===== config.mk =====
export PLATFORM = sky130hd
export DESIGN_NAME = eye_scan_seq
export DESIGN_NICKNAME = d
export VERILOG_FILES = /design/src/rtl/eye_scan_pkg.sv /design/src/rtl/eye_scan_dwell.sv /design/src/rtl/eye_scan_cross.sv /design/src/rtl/eye_scan_run.sv /design/src/rtl/eye_scan_seq.sv
export SDC_FILE = /design/constraint.sdc
export NUM_CORES = 1
export LEC_CHECK = 0
export ABC_AREA = 0
export BUFFER_PORTS_ARGS = -buffer_cell sky130_fd_sc_hd__buf_2
export CAP_MARGIN = 20
export CORE_MARGIN = 5
export CORE_UTILIZATION = 35
export CTS_CLUSTER_DIAMETER = 30
export CTS_CLUSTER_SIZE = 30
export DETAILED_ROUTE_END_ITERATION = 12
export GPL_TIMING_DRIVEN = 0
export PLACE_DENSITY_LB_ADDON = 0.08
export SYNTH_ARGS = -nofsm -noshare
export SYNTH_HDL_FRONTEND = slang
export SYNTH_HIERARCHICAL = 1
export SYNTH_SLANG_ARGS = --single-unit

===== constraint.sdc =====
create_clock -name clk -period 40.7 [get_ports clk]
set_clock_uncertainty 0.05 [all_clocks]
set_input_delay 6.105 -clock clk [delete_from_list [all_inputs] [get_ports clk]]
set_output_delay 6.105 -clock clk [all_outputs]
set_load 0.005 [all_outputs]

===== src/rtl/eye_scan_pkg.sv =====
package eye_scan_pkg;

    typedef enum logic [2:0] {
        SCAN_IDLE   = 3'd0,
        SCAN_DWELL  = 3'd1,
        SCAN_EMIT   = 3'd2,
        SCAN_SETCOL = 3'd3,
        SCAN_CALC   = 3'd4
    } scan_state_e;

endpackage


===== src/rtl/eye_scan_dwell.sv =====
module eye_scan_dwell #(
    parameter int BITS_W = 32,
    parameter int HIT_W  = 16
) (
    input  logic              clk,
    input  logic              rst_n,
    input  logic              clr,
    input  logic              en,
    input  logic              smp_valid,
    input  logic              smp_main,
    input  logic              smp_off,
    input  logic [BITS_W-1:0] target,
    output logic [BITS_W-1:0] bits,
    output logic [HIT_W-1:0]  hits,
    output logic              full
);
    localparam logic [BITS_W-1:0] BIT_ONE = BITS_W'(1);
    localparam logic [HIT_W-1:0]  HIT_ONE = HIT_W'(1);
    localparam logic [HIT_W-1:0]  HIT_MAX = '1;

    typedef struct packed {
        logic [BITS_W-1:0] bits;
        logic [HIT_W-1:0]  hits;
    } cnt_t;

    cnt_t c_q, c_d;

    assign full = (c_q.bits == target);
    assign bits = c_q.bits;
    assign hits = c_q.hits;

    always_comb begin
        c_d = c_q;
        if (clr) begin
            c_d = '0;
        end else if (en && smp_valid && !full) begin
            c_d.bits = c_q.bits + BIT_ONE;
            if ((smp_main != smp_off) && (c_q.hits != HIT_MAX))
                c_d.hits = c_q.hits + HIT_ONE;
        end
    end

    always_ff @(posedge clk or negedge rst_n) begin
        if (!rst_n) c_q <= '0;
        else        c_q <= c_d;
    end
endmodule


===== src/rtl/eye_scan_cross.sv =====
module eye_scan_cross #(
    parameter int W = 6
) (
    input  logic [(1<<W)-1:0] open_row,
    output logic [W-1:0]      mid
);
    localparam int N = 1 << W;
    localparam logic [W-1:0] CENTRE = W'(N / 2);

    logic [W-1:0] first, last;
    logic         found;
    logic [W:0]   sum;

    always_comb begin
        first = '0;
        last  = '0;
        found = 1'b0;
        for (int i = 0; i < N; i++) begin
            if (!open_row[i]) begin
                if (!found) first = W'(i);
                last  = W'(i);
                found = 1'b1;
            end
        end
        sum = {1'b0, first} + {1'b0, last};
        mid = found ? sum[W:1] : CENTRE;
    end
endmodule


===== src/rtl/eye_scan_run.sv =====
module eye_scan_run #(
    parameter int W = 6
) (
    input  logic [(1<<W)-1:0] open_line,
    output logic [W:0]        len
);
    localparam int N = 1 << W;
    localparam int C = N / 2;
    localparam logic [W:0] ONE = (W+1)'(1);

    logic [W:0] up, dn;
    logic       go_up, go_dn;

    always_comb begin
        up    = '0;
        dn    = '0;
        go_up = 1'b1;
        go_dn = 1'b1;
        for (int i = C + 1; i < N; i++) begin
            if (go_up && open_line[i]) up = up + ONE;
            else                       go_up = 1'b0;
        end
        for (int i = C - 1; i >= 0; i--) begin
            if (go_dn && open_line[i]) dn = dn + ONE;
            else                       go_dn = 1'b0;
        end
        len = open_line[C] ? (ONE + up + dn) : '0;
    end
endmodule


===== src/rtl/eye_scan_seq.sv =====
module eye_scan_seq
    import eye_scan_pkg::*;
#(
    parameter  int PH_W   = 6,
    parameter  int V_W    = 6,
    parameter  int HIT_W  = 16,
    parameter  int BITS_W = 32,
    parameter  int RNG_W  = 4,
    localparam int DL_W   = $clog2(BITS_W)
) (
    input  logic              clk,
    input  logic              rst_n,
    input  logic              start,
    input  logic              rate_ok,
    input  logic [DL_W-1:0]   dwell_log,
    input  logic [HIT_W-1:0]  hit_thresh,
    input  logic [RNG_W-1:0]  range_cfg,
    input  logic              smp_valid,
    input  logic              smp_main,
    input  logic              smp_off,
    output logic [PH_W-1:0]   ph_code,
    output logic [V_W-1:0]    v_code,
    output logic [RNG_W-1:0]  range_o,
    output logic              pt_valid,
    input  logic              pt_ready,
    output logic [PH_W-1:0]   pt_ph,
    output logic [V_W-1:0]    pt_v,
    output logic [HIT_W-1:0]  pt_hits,
    output logic [BITS_W-1:0] pt_bits,
    output logic              busy,
    output logic              done,
    output logic              err,
    output logic              res_valid,
    output logic [PH_W:0]     heo,
    output logic [V_W:0]      veo
);
    localparam int NPH = 1 << PH_W;
    localparam int NV  = 1 << V_W;
    localparam logic [PH_W-1:0] PH_LAST = '1;
    localparam logic [V_W-1:0]  V_LAST  = '1;
    localparam logic [V_W-1:0]  V_ZERO  = V_W'(NV / 2);
    localparam logic [PH_W-1:0] PH_ONE  = PH_W'(1);
    localparam logic [V_W-1:0]  V_ONE   = V_W'(1);

    typedef struct packed {
        scan_state_e      state;
        logic             pass2;
        logic [PH_W-1:0]  ph;
        logic [V_W-1:0]   v;
        logic [PH_W-1:0]  col;
        logic [NPH-1:0]   row_open;
        logic [NV-1:0]    col_open;
        logic [DL_W-1:0]  dl;
        logic [HIT_W-1:0] thr;
        logic [RNG_W-1:0] rng;
        logic [PH_W:0]    heo;
        logic [V_W:0]     veo;
        logic             res_valid;
        logic             done;
        logic             err;
    } seq_t;

    seq_t r_q, r_d;

    logic              dw_clr, dw_en, dw_full;
    logic [BITS_W-1:0] dw_bits, dw_target;
    logic [HIT_W-1:0]  dw_hits;
    logic              pt_open;
    logic [PH_W-1:0]   mid_col;
    logic [PH_W:0]     heo_len;
    logic [V_W:0]      veo_len;

    assign dw_target = BITS_W'(1) << r_q.dl;
    assign dw_en     = (r_q.state == SCAN_DWELL);
    assign pt_open   = (dw_hits <= r_q.thr);

    eye_scan_dwell #(.BITS_W(BITS_W), .HIT_W(HIT_W)) u_dwell (
        .clk       (clk),
        .rst_n     (rst_n),
        .clr       (dw_clr),
        .en        (dw_en),
        .smp_valid (smp_valid),
        .smp_main  (smp_main),
        .smp_off   (smp_off),
        .target    (dw_target),
        .bits      (dw_bits),
        .hits      (dw_hits),
        .full      (dw_full)
    );

    eye_scan_cross #(.W(PH_W)) u_cross (
        .open_row (r_q.row_open),
        .mid      (mid_col)
    );

    eye_scan_run #(.W(PH_W)) u_run_h (
        .open_line (r_q.row_open),
        .len       (heo_len)
    );

    eye_scan_run #(.W(V_W)) u_run_v (
        .open_line (r_q.col_open),
        .len       (veo_len)
    );

    always_comb begin
        r_d      = r_q;
        r_d.done = 1'b0;
        dw_clr   = 1'b0;
        case (r_q.state)
            SCAN_IDLE: begin
                if (start) begin
                    if (rate_ok) begin
                        r_d.state     = SCAN_DWELL;
                        r_d.pass2     = 1'b0;
                        r_d.ph        = '0;
                        r_d.v         = '0;
                        r_d.row_open  = '0;
                        r_d.col_open  = '0;
                        r_d.dl        = dwell_log;
                        r_d.thr       = hit_thresh;
                        r_d.rng       = range_cfg;
                        r_d.res_valid = 1'b0;
                        r_d.err       = 1'b0;
                        dw_clr        = 1'b1;
                    end else begin
                        r_d.err = 1'b1;
                    end
                end
            end
            SCAN_DWELL: begin
                if (dw_full) begin
                    if (!r_q.pass2) begin
                        r_d.state = SCAN_EMIT;
                    end else begin
                        r_d.col_open[r_q.v] = pt_open;
                        dw_clr = 1'b1;
                        if (r_q.v == V_LAST) r_d.state = SCAN_CALC;
                        else                 r_d.v = r_q.v + V_ONE;
                    end
                end
            end
            SCAN_EMIT: begin
                if (pt_ready) begin
                    if (r_q.v == V_ZERO) r_d.row_open[r_q.ph] = pt_open;
                    dw_clr    = 1'b1;
                    r_d.v     = r_q.v + V_ONE;
                    r_d.state = SCAN_DWELL;
                    if (r_q.v == V_LAST) begin
                        r_d.ph = r_q.ph + PH_ONE;
                        if (r_q.ph == PH_LAST) r_d.state = SCAN_SETCOL;
                    end
                end
            end
            SCAN_SETCOL: begin
                r_d.col   = mid_col;
                r_d.pass2 = 1'b1;
                r_d.v     = '0;
                r_d.state = SCAN_DWELL;
                dw_clr    = 1'b1;
            end
            SCAN_CALC: begin
                r_d.heo       = heo_len;
                r_d.veo       = veo_len;
                r_d.res_valid = 1'b1;
                r_d.done      = 1'b1;
                r_d.state     = SCAN_IDLE;
            end
            default: r_d.state = SCAN_IDLE;
        endcase
    end

    always_ff @(posedge clk or negedge rst_n) begin
        if (!rst_n) r_q <= '0;
        else        r_q <= r_d;
    end

    assign ph_code   = r_q.pass2 ? r_q.col : r_q.ph;
    assign v_code    = r_q.v;
    assign range_o   = r_q.rng;
    assign pt_valid  = (r_q.state == SCAN_EMIT);
    assign pt_ph     = r_q.ph;
    assign pt_v      = r_q.v;
    assign pt_hits   = dw_hits;
    assign pt_bits   = dw_bits;
    assign busy      = (r_q.state != SCAN_IDLE);
    assign done      = r_q.done;
    assign err       = r_q.err;
    assign res_valid = r_q.res_valid;
    assign heo       = r_q.heo;
    assign veo       = r_q.veo;
endmodule


==> results of run 1 <==
-- report_power, final --
part	total, mW	switching [mW]	internal (mW)	leakage, nW
registers	0.292	0.0271	0.265	3.28
clock network	0.593	0.179	0.414	1.27
logic	0.391	0.269	0.122	10.4
-- area by class of cell --
type	instances	share of cell area (%)
inverter	132	1.349
sequential	240	16.35
multi-input combinational	3458	65.71
tap	1176	4.005
buffer	246	3.467
clock buffer	104	5.895
clock inverter	28	1.206
timing repair buffer	134	2.023
-- cell families after synthesis --
family,count (synthesis)
compound gates,1004
xor+xnor,409
fa+ha+maj,165
buf+inv,378
flops,240
mux,153
simple gates,1727
-- final timing paths --
kind                             from    endpoint  slack, ns  cells past startpoint
min in group asynchronous       rst_n     r_q[30]       5.39                      1
setup reg to reg             r_q[135]      heo[6]      18.60                    104
hold / removal             range_o[0]  range_o[0]       0.43                      2
setup / recovery             r_q[135]      heo[6]      18.60                    104
max in group asynchronous       rst_n    r_q[145]      33.84                      3
hold reg to reg            range_o[0]  range_o[0]       0.43                      2
-- cells in the final DEF (no fill, tap or decap), types with 21 or more instances in the layout --
cell | synthesis | final
a31oi_1 | 75 | 75
and2_1 | 74 | 74
xnor3_1 | 24 | 24
nand3_1 | 193 | 193
a21o_1 | 26 | 26
buf_2 | 31 | 158
o21a_1 | 31 | 31
mux2_2 | 82 | 82
a21boi_0 | 39 | 39
buf_4 | 45 | 48
o21ai_0 | 228 | 228
o31ai_1 | 22 | 22
nand2b_1 | 47 | 47
nand2_1 | 441 | 441
ha_1 | 152 | 152
and3_1 | 84 | 84
nor4_1 | 59 | 59
a21oi_1 | 249 | 249
or3_1 | 25 | 25
nor3b_1 | 21 | 21
clkbuf_16 | 0 | 75
or2_2 | 24 | 24
xnor2_1 | 240 | 240
nand3b_1 | 22 | 22
clkbuf_1 | 139 | 150
dfrtp_1 | 240 | 240
mux2i_1 | 66 | 66
nor2b_1 | 62 | 62
and4_1 | 30 | 30
a311oi_1 | 94 | 94
inv_1 | 130 | 130
nor2_1 | 322 | 322
and3b_1 | 23 | 23
xor2_1 | 106 | 106
nor3_1 | 80 | 80
nand4_1 | 107 | 107
-- registers in the layout, summed over array words and instances (netlist names) --
signal / cells
r_q: 159
u_dwell/bits: 32
u_dwell/hits: 16
heo: 7
veo: 7
pt_ph: 6
pt_v: 6
range_o: 4
done: 1
err: 1
res_valid: 1
-- cells in the mapped netlist (75+ instances only) --
master	count
nor3_1	80
a31oi_1	75
nor2_1	322
and3_1	84
o21ai_0	228
a311oi_1	94
clkbuf_1	139
a21oi_1	249
nand2_1	441
ha_1	152
dfrtp_1	240
nand4_1	107
inv_1	130
mux2_2	82
nand3_1	193
xnor2_1	240
xor2_1	106
-- critical path, delay by kind of cell (launching register included) --
| family | cells | cell delay (ns) |
|---|---|---|
| buffers and inverters | 6 | 0.79 |
| adders and majority gates | 29 | 8.91 |
| xor gates and xnor gates | 8 | 1.99 |
| and+or+nand+nor | 19 | 1.60 |
| DFF | 1 | 0.59 |
| muxes | 18 | 3.45 |
| AOI/OAI and AO/OA | 24 | 4.53 |
-- routing by layer --
metal  vias to the layer above  share of wire, %
met5                         -            0.0065
met4                         2               2.3
met3                       142               3.9
met2                       628                47
met1                     14780                47
li1                      15470                 -
-- stage by stage --
stage	cell area (sq um)	worst slack, ns
after global placement	34020	18.48
after detailed placement	34130	18.55
after global routing	36740	16.88
after floorplan	31920	21.20
after CTS	36740	18.41
final	36740	18.60
==> results.py, run 1 <==
metrics = {
    "yosys": {
        "netlist_area_sq_mm": 0.03192,
        "yosys.area_share.simple_pct": 29.18,
        "synth_flop_cell": "dfrtp_1",
        "synth_compound_area_share_pct": 21.10,
        "synthAdderAreaFrac_pct": 6.460,
        "mappedNetlistNets": 4264,
        "yosys.area_share.xor_xnor_pct": 13.70,
        "yosys-top-cells-area": "dfrtp_1 (19%), xnor2_1 (6.6%), ha_1 (6.0%)",
        "synth-edff-count": 0,
        "synth_cell_type_count": 133,
        "avgSynthCellArea_sq_um": 7.830,
        "synth_top_area_cell": "dfrtp_1",
        "ys_warn_count": 6,
        "synthMuxAreaShare_pct": 5.194,
        "syn_inst": 4076,
        "synth_top_family_by_area": "simple AND/OR/NAND/NOR gates",
        "seq_area_frac_synth_pct": 18.82,
        "ys_ff_latch": 240,
        "synth_top_area_share_pct": 18.82,
        "ys_async_sr_fraction_pct": 100.0,
    },
    "routing": {
        "antenna_left": 0,
        "drt_iter0_drc": 1925,
        "vias": 31020,
        "wirelength_um": 108000,
        "drt_pass1_iterations": 5,
        "drc": 0,
        "post_drt_wl_per_cell_um": 19.57,
        "vias_per_cell": 5.622,
    },
    "global_routing": {
        "grt.total_usage_pct": 21.33,
        "grt.busiest_layer": "met2",
        "grt_max_degree": 97,
        "grtUsageMet1_pct": 29.02,
        "grt_overflow_total": 0,
        "antenna_found_initial": 1,
        "use_met3_pct": 2.889,
        "met2_usage_pct": 36.08,
        "grt_pass1_wl_um": 170600,
        "grt_pass1_vias": 29910,
    },
    "placement": {
        "placed_cells": 5386,
        "place_congestion": 0.8580,
        "io_buffers": 127,
        "place_hpwl_um": 83230,
    },
    "cts": {
        "clk_pin_slew_ns": 0.04,
        "clockBufferDepth": 3,
        "holdBufCountCts": 0,
        "cts_resized": 0,
        "cts_sinks": 240,
        "insertion_delay_ns": 0.63,
        "cts-buffers-inserted": 75,
        "clockRootBuffer": "clkbuf_16",
        "htreeDepth": 3,
        "cts_setup_buffers": 0,
        "cts_tree": "done",
    },
    "worst_hold_path": {
        "hp-class": "reg2reg",
    },
    "finish": {
        "multi_input_area_sq_mm": 0.02414,
        "fill_cells": 9429,
        "diodes": 0,
        "drive_above_1_share_pct": 13.63,
        "instances_no_fill": 5518,
        "nets": 4475,
        "seq_area_sq_mm": 0.006006,
        "post-route-util_pct": 40.69,
        "syn_to_final_growth_pct": 15.11,
    },
    "status": {
        "status": "complete, no violations",
    },
    "timing": {
        "holdWs_ns": 0.4264,
        "fmax_mhz": 45.25,
        "setup_viol": 0,
        "finalCritPeriodShare_pct": 54.30,
        "hold_viol": 0,
        "worst_pin_slew_ns": 1.254,
        "rsz0062_at_grt": "no",
        "drv_slew": 0,
        "slew_headroom_pct": 16.40,
        "timing.final.crit_period_ns": 22.10,
        "tns_ns": 0,
    },
    "floorplanning": {
        "die_w_um": 312.0,
        "rows": 110,
        "die_area_sq_mm": 0.09733,
        "initial_core_util_pct": 35.35,
        "die_h_um": 312.0,
        "ios": 128,
        "core-area_sq_mm": 0.09029,
    },
    "critical_path": {
        "worstSetupStartpointType": "register",
        "slowest_delay_ns": 0.59,
        "crit_slowest_cell": "dfrtp_1",
        "path_class": "reg2reg",
        "endpoint_kind": "register",
        "required_ns": 41.14,
        "cp_max_fo": 12,
        "crit_top_cell": "ha_1",
        "worstPathArrival_ns": 22.54,
    },
    "run": {
        "maxCapViolations": 0,
    },
    "power": {
        "p_total_mw": 1.276,
        "leakagePower_nw": 14.90,
        "vdd_drop_max_mv": 0.03423,
        "cellPowerDensity_mw_per_mm2": 34.73,
    },
}
Note: power is estimated with default switching activity, not from simulation.
==> run 2: changes to the inputs <==
Settings changed: ABC_AREA 0 to 1.
Clock period 40.7 ns to 23.2 ns, I/O delays scaled along.
==> results.py, run 2 <==
metrics = {
    "status": {
        "status": "complete, no violations",
    },
    "routing": {
        "drt_iter0_drc": 1858,
        "wirelength_um": 93910,
        "drc": 0,
        "antenna_left": 0,
        "vias": 32310,
        "drt_pass1_iterations": 5,
        "vias_per_cell": 4.675,
        "post_drt_wl_per_cell_um": 13.59,
    },
    "timing": {
        "rsz0062_at_grt": "no",
        "timing.final.crit_period_ns": 18.90,
        "tns_ns": 0,
        "finalCritPeriodShare_pct": 81.46,
        "slew_headroom_pct": 30.58,
        "fmax_mhz": 52.91,
        "layout_setup_ws_ns": 4.301,
        "setup_viol": 0,
        "hold_viol": 0,
        "drv_slew": 0,
        "worst_pin_slew_ns": 1.036,
    },
    "yosys": {
        "synthAdderAreaFrac_pct": 6.202,
        "avgSynthCellArea_sq_um": 5.803,
        "syn_inst": 5451,
        "yosys-top-cells-count": "nand2_1 (1454), inv_1 (984), nor2_1 (706)",
        "yosys-top-cells-area": "dfrtp_1 (19%), nand2_1 (17%), inv_1 (12%)",
        "seq_area_frac_synth_pct": 18.99,
        "synth_flop_cell": "dfrtp_1",
        "synth_top_area_cell": "dfrtp_1",
        "yosysMostFrequentCell": "nand2_1",
        "ys_warn_count": 6,
        "mappedNetlistNets": 5639,
        "synth_top_family_by_area": "simple AND/OR/NAND/NOR gates",
        "synthMuxAreaShare_pct": 0.03164,
        "ys_async_sr_fraction_pct": 100.0,
        "ys_ff_latch": 240,
        "synth-edff-count": 0,
        "netlist_area_sq_mm": 0.03163,
        "synth_compound_area_share_pct": 7.080,
        "synth_top_area_share_pct": 18.99,
        "yosys.area_share.xor_xnor_pct": 3.255,
        "synth_cell_type_count": 68,
        "yosys.area_share.simple_pct": 48.43,
    },
    "power": {
        "vdd_drop_max_mv": 0.06722,
        "seqPwrFrac_pct": 27.7,
        "p_sw_share_pct": 24.25,
        "p_switching_mw": 0.3895,
        "leakagePower_nw": 21.76,
        "p_total_mw": 1.606,
        "cellPowerDensity_mw_per_mm2": 43.85,
        "p_int_mw": 1.217,
        "p_clk_share_pct": 68.0,
        "power_frac_comb_pct": 4.3,
    },
    "floorplanning": {
        "ios": 128,
        "rows": 110,
        "core-area_sq_mm": 0.08987,
        "die_w_um": 310.6,
        "die_h_um": 310.6,
        "die_area_sq_mm": 0.09649,
        "initial_core_util_pct": 35.20,
    },
    "finish": {
        "final_cell_mix": "nand2_1 (1454), inv_1 (984), nor2_1 (706)",
        "syn_to_final_growth_pct": 15.78,
        "regMostFlops": "r_q",
        "largest_reg_flops": 159,
        "mostFrequentLayoutCell": "nand2_1",
        "drive_above_1_share_pct": 16.59,
        "nets": 5854,
    },
    "cts": {
        "cts_tree": "done",
        "cts_sinks": 240,
        "cts-buffers-inserted": 84,
        "insertion_delay_ns": 0.63,
        "cts_resized": 0,
        "clockRootBuffer": "clkbuf_16",
        "htreeDepth": 3,
        "cts_setup_buffers": 0,
        "clockBufferDepth": 3,
        "holdBufCountCts": 0,
        "clk_pin_slew_ns": 0.04,
    },
    "critical_path": {
        "crit_top_cell": "nand2_1",
        "endpoint_kind": "register",
        "worstSetupStartpointType": "register",
        "slowest_delay_ns": 0.49,
        "cp_num_buf_inv": 23,
        "crit_slowest_cell": "dfrtp_1",
        "crit_family": "adder cells",
        "worstPathArrival_ns": 19.36,
        "cp_max_fo": 9,
        "required_ns": 23.66,
        "path_class": "reg2reg",
    },
    "global_routing": {
        "grt_pass1_wl_um": 155700,
        "grt.total_usage_pct": 19.13,
        "grt_pass1_vias": 30300,
        "antenna_found_initial": 4,
        "grt_max_degree": 95,
        "grt_overflow_total": 0,
    },
    "worst_hold_path": {
        "hp-class": "reg2reg",
    },
    "placement": {
        "place_hpwl_um": 74380,
        "place_congestion": 0.8775,
        "pre_cts_ws_ns": 4.232,
        "io_buffers": 127,
    },
    "run": {
        "maxCapViolations": 0,
    },
}
==> run 2: changes by cell type after synthesis, moves of 180 or more <==
cell,change
inv_1,+854
nand2_1,+1013
nand2_2,+180
nand3_1,+272
nor2_1,+384
xnor2_1,-195
==> run 2: per-layer routing <==
layer / wire length, um / track usage [%]
met3: 4888 / 3.397
met4: 1319 / 3.440
met2: 40420 / 30.86
met5: 13 / 0
met1: 47270 / 27.16
==> run 2: worst reg2reg max path, delay by kind of cell (launching register included) <==
family          cells  cell delay [ns]
compound gates      8             1.61
xor+xnor            1             0.20
fa+ha+maj          29             8.16
buf+inv            23             1.17
flops               1             0.49
simple gates       58             7.13
==> run 2: cell type report <==
type	instances	area, sq um
Buffer	148	820.8
Timing Repair Buffer	129	700.7
Clock inverter	32	311.5
Multi-Input combinational cell	3937	20560
Clock buffer	121	2504
Antenna cell	2	5.005
Sequential cell	240	6006
Inverter	1126	4247
Fill cell	10010	53250
Tap cell	1176	1471
==> run 2: metrics by stage <==
step	std cells	hold WS [ns]	instance area [sq um]	utilization, %
2_1_floorplan	5451	0.3922	31630	-
3_3_place_gp	6754	0.4013	33740	37.54
3_5_place_dp	6756	0.4107	33800	37.61
4_1_cts	6909	0.4210	36620	40.75
5_1_grt	6910	0.4370	36620	40.75
6_report	6911	0.4124	36630	40.75
==> run 2: logic make-up (layout without fill, tap and decap cells) <==
logic type	Yosys count	after routing
AND/OR/NAND/NOR	3268	3268
adder cells (fa/ha/maj)	155	155
XOR/XNOR	115	115
multiplexers	1	1
AO/OA/AOI/OAI	398	398
buffers and inverters	1274	1556
flip-flops	240	240
other	0	2
==> run 2: power by group through the flow <==
stage	sequential [mW]	clock [mW]	combinational [mW]
after floorplan	0.444	0	0.0379
after global placement	0.451	0	0.0686
after detailed placement	0.451	0	0.0705
after CTS	0.446	1.11	0.0707
after global routing	0.447	1.14	0.0792
final	0.445	1.09	0.0689
==> run 2: path summary, 6_finish.rpt <==
kind | start | end | slack (ns) | depth (start not counted)
worst max-delay path | r_q[137] | heo[6] | 4.30 | 119
worst min-delay path | res_valid | res_valid | 0.41 | 2
worst max register to register | r_q[137] | heo[6] | 4.30 | 119
worst min register to register | res_valid | res_valid | 0.41 | 2
max in group asynchronous | rst_n | heo[4] | 18.96 | 3
min in group asynchronous | rst_n | r_q[155] | 2.75 | 1
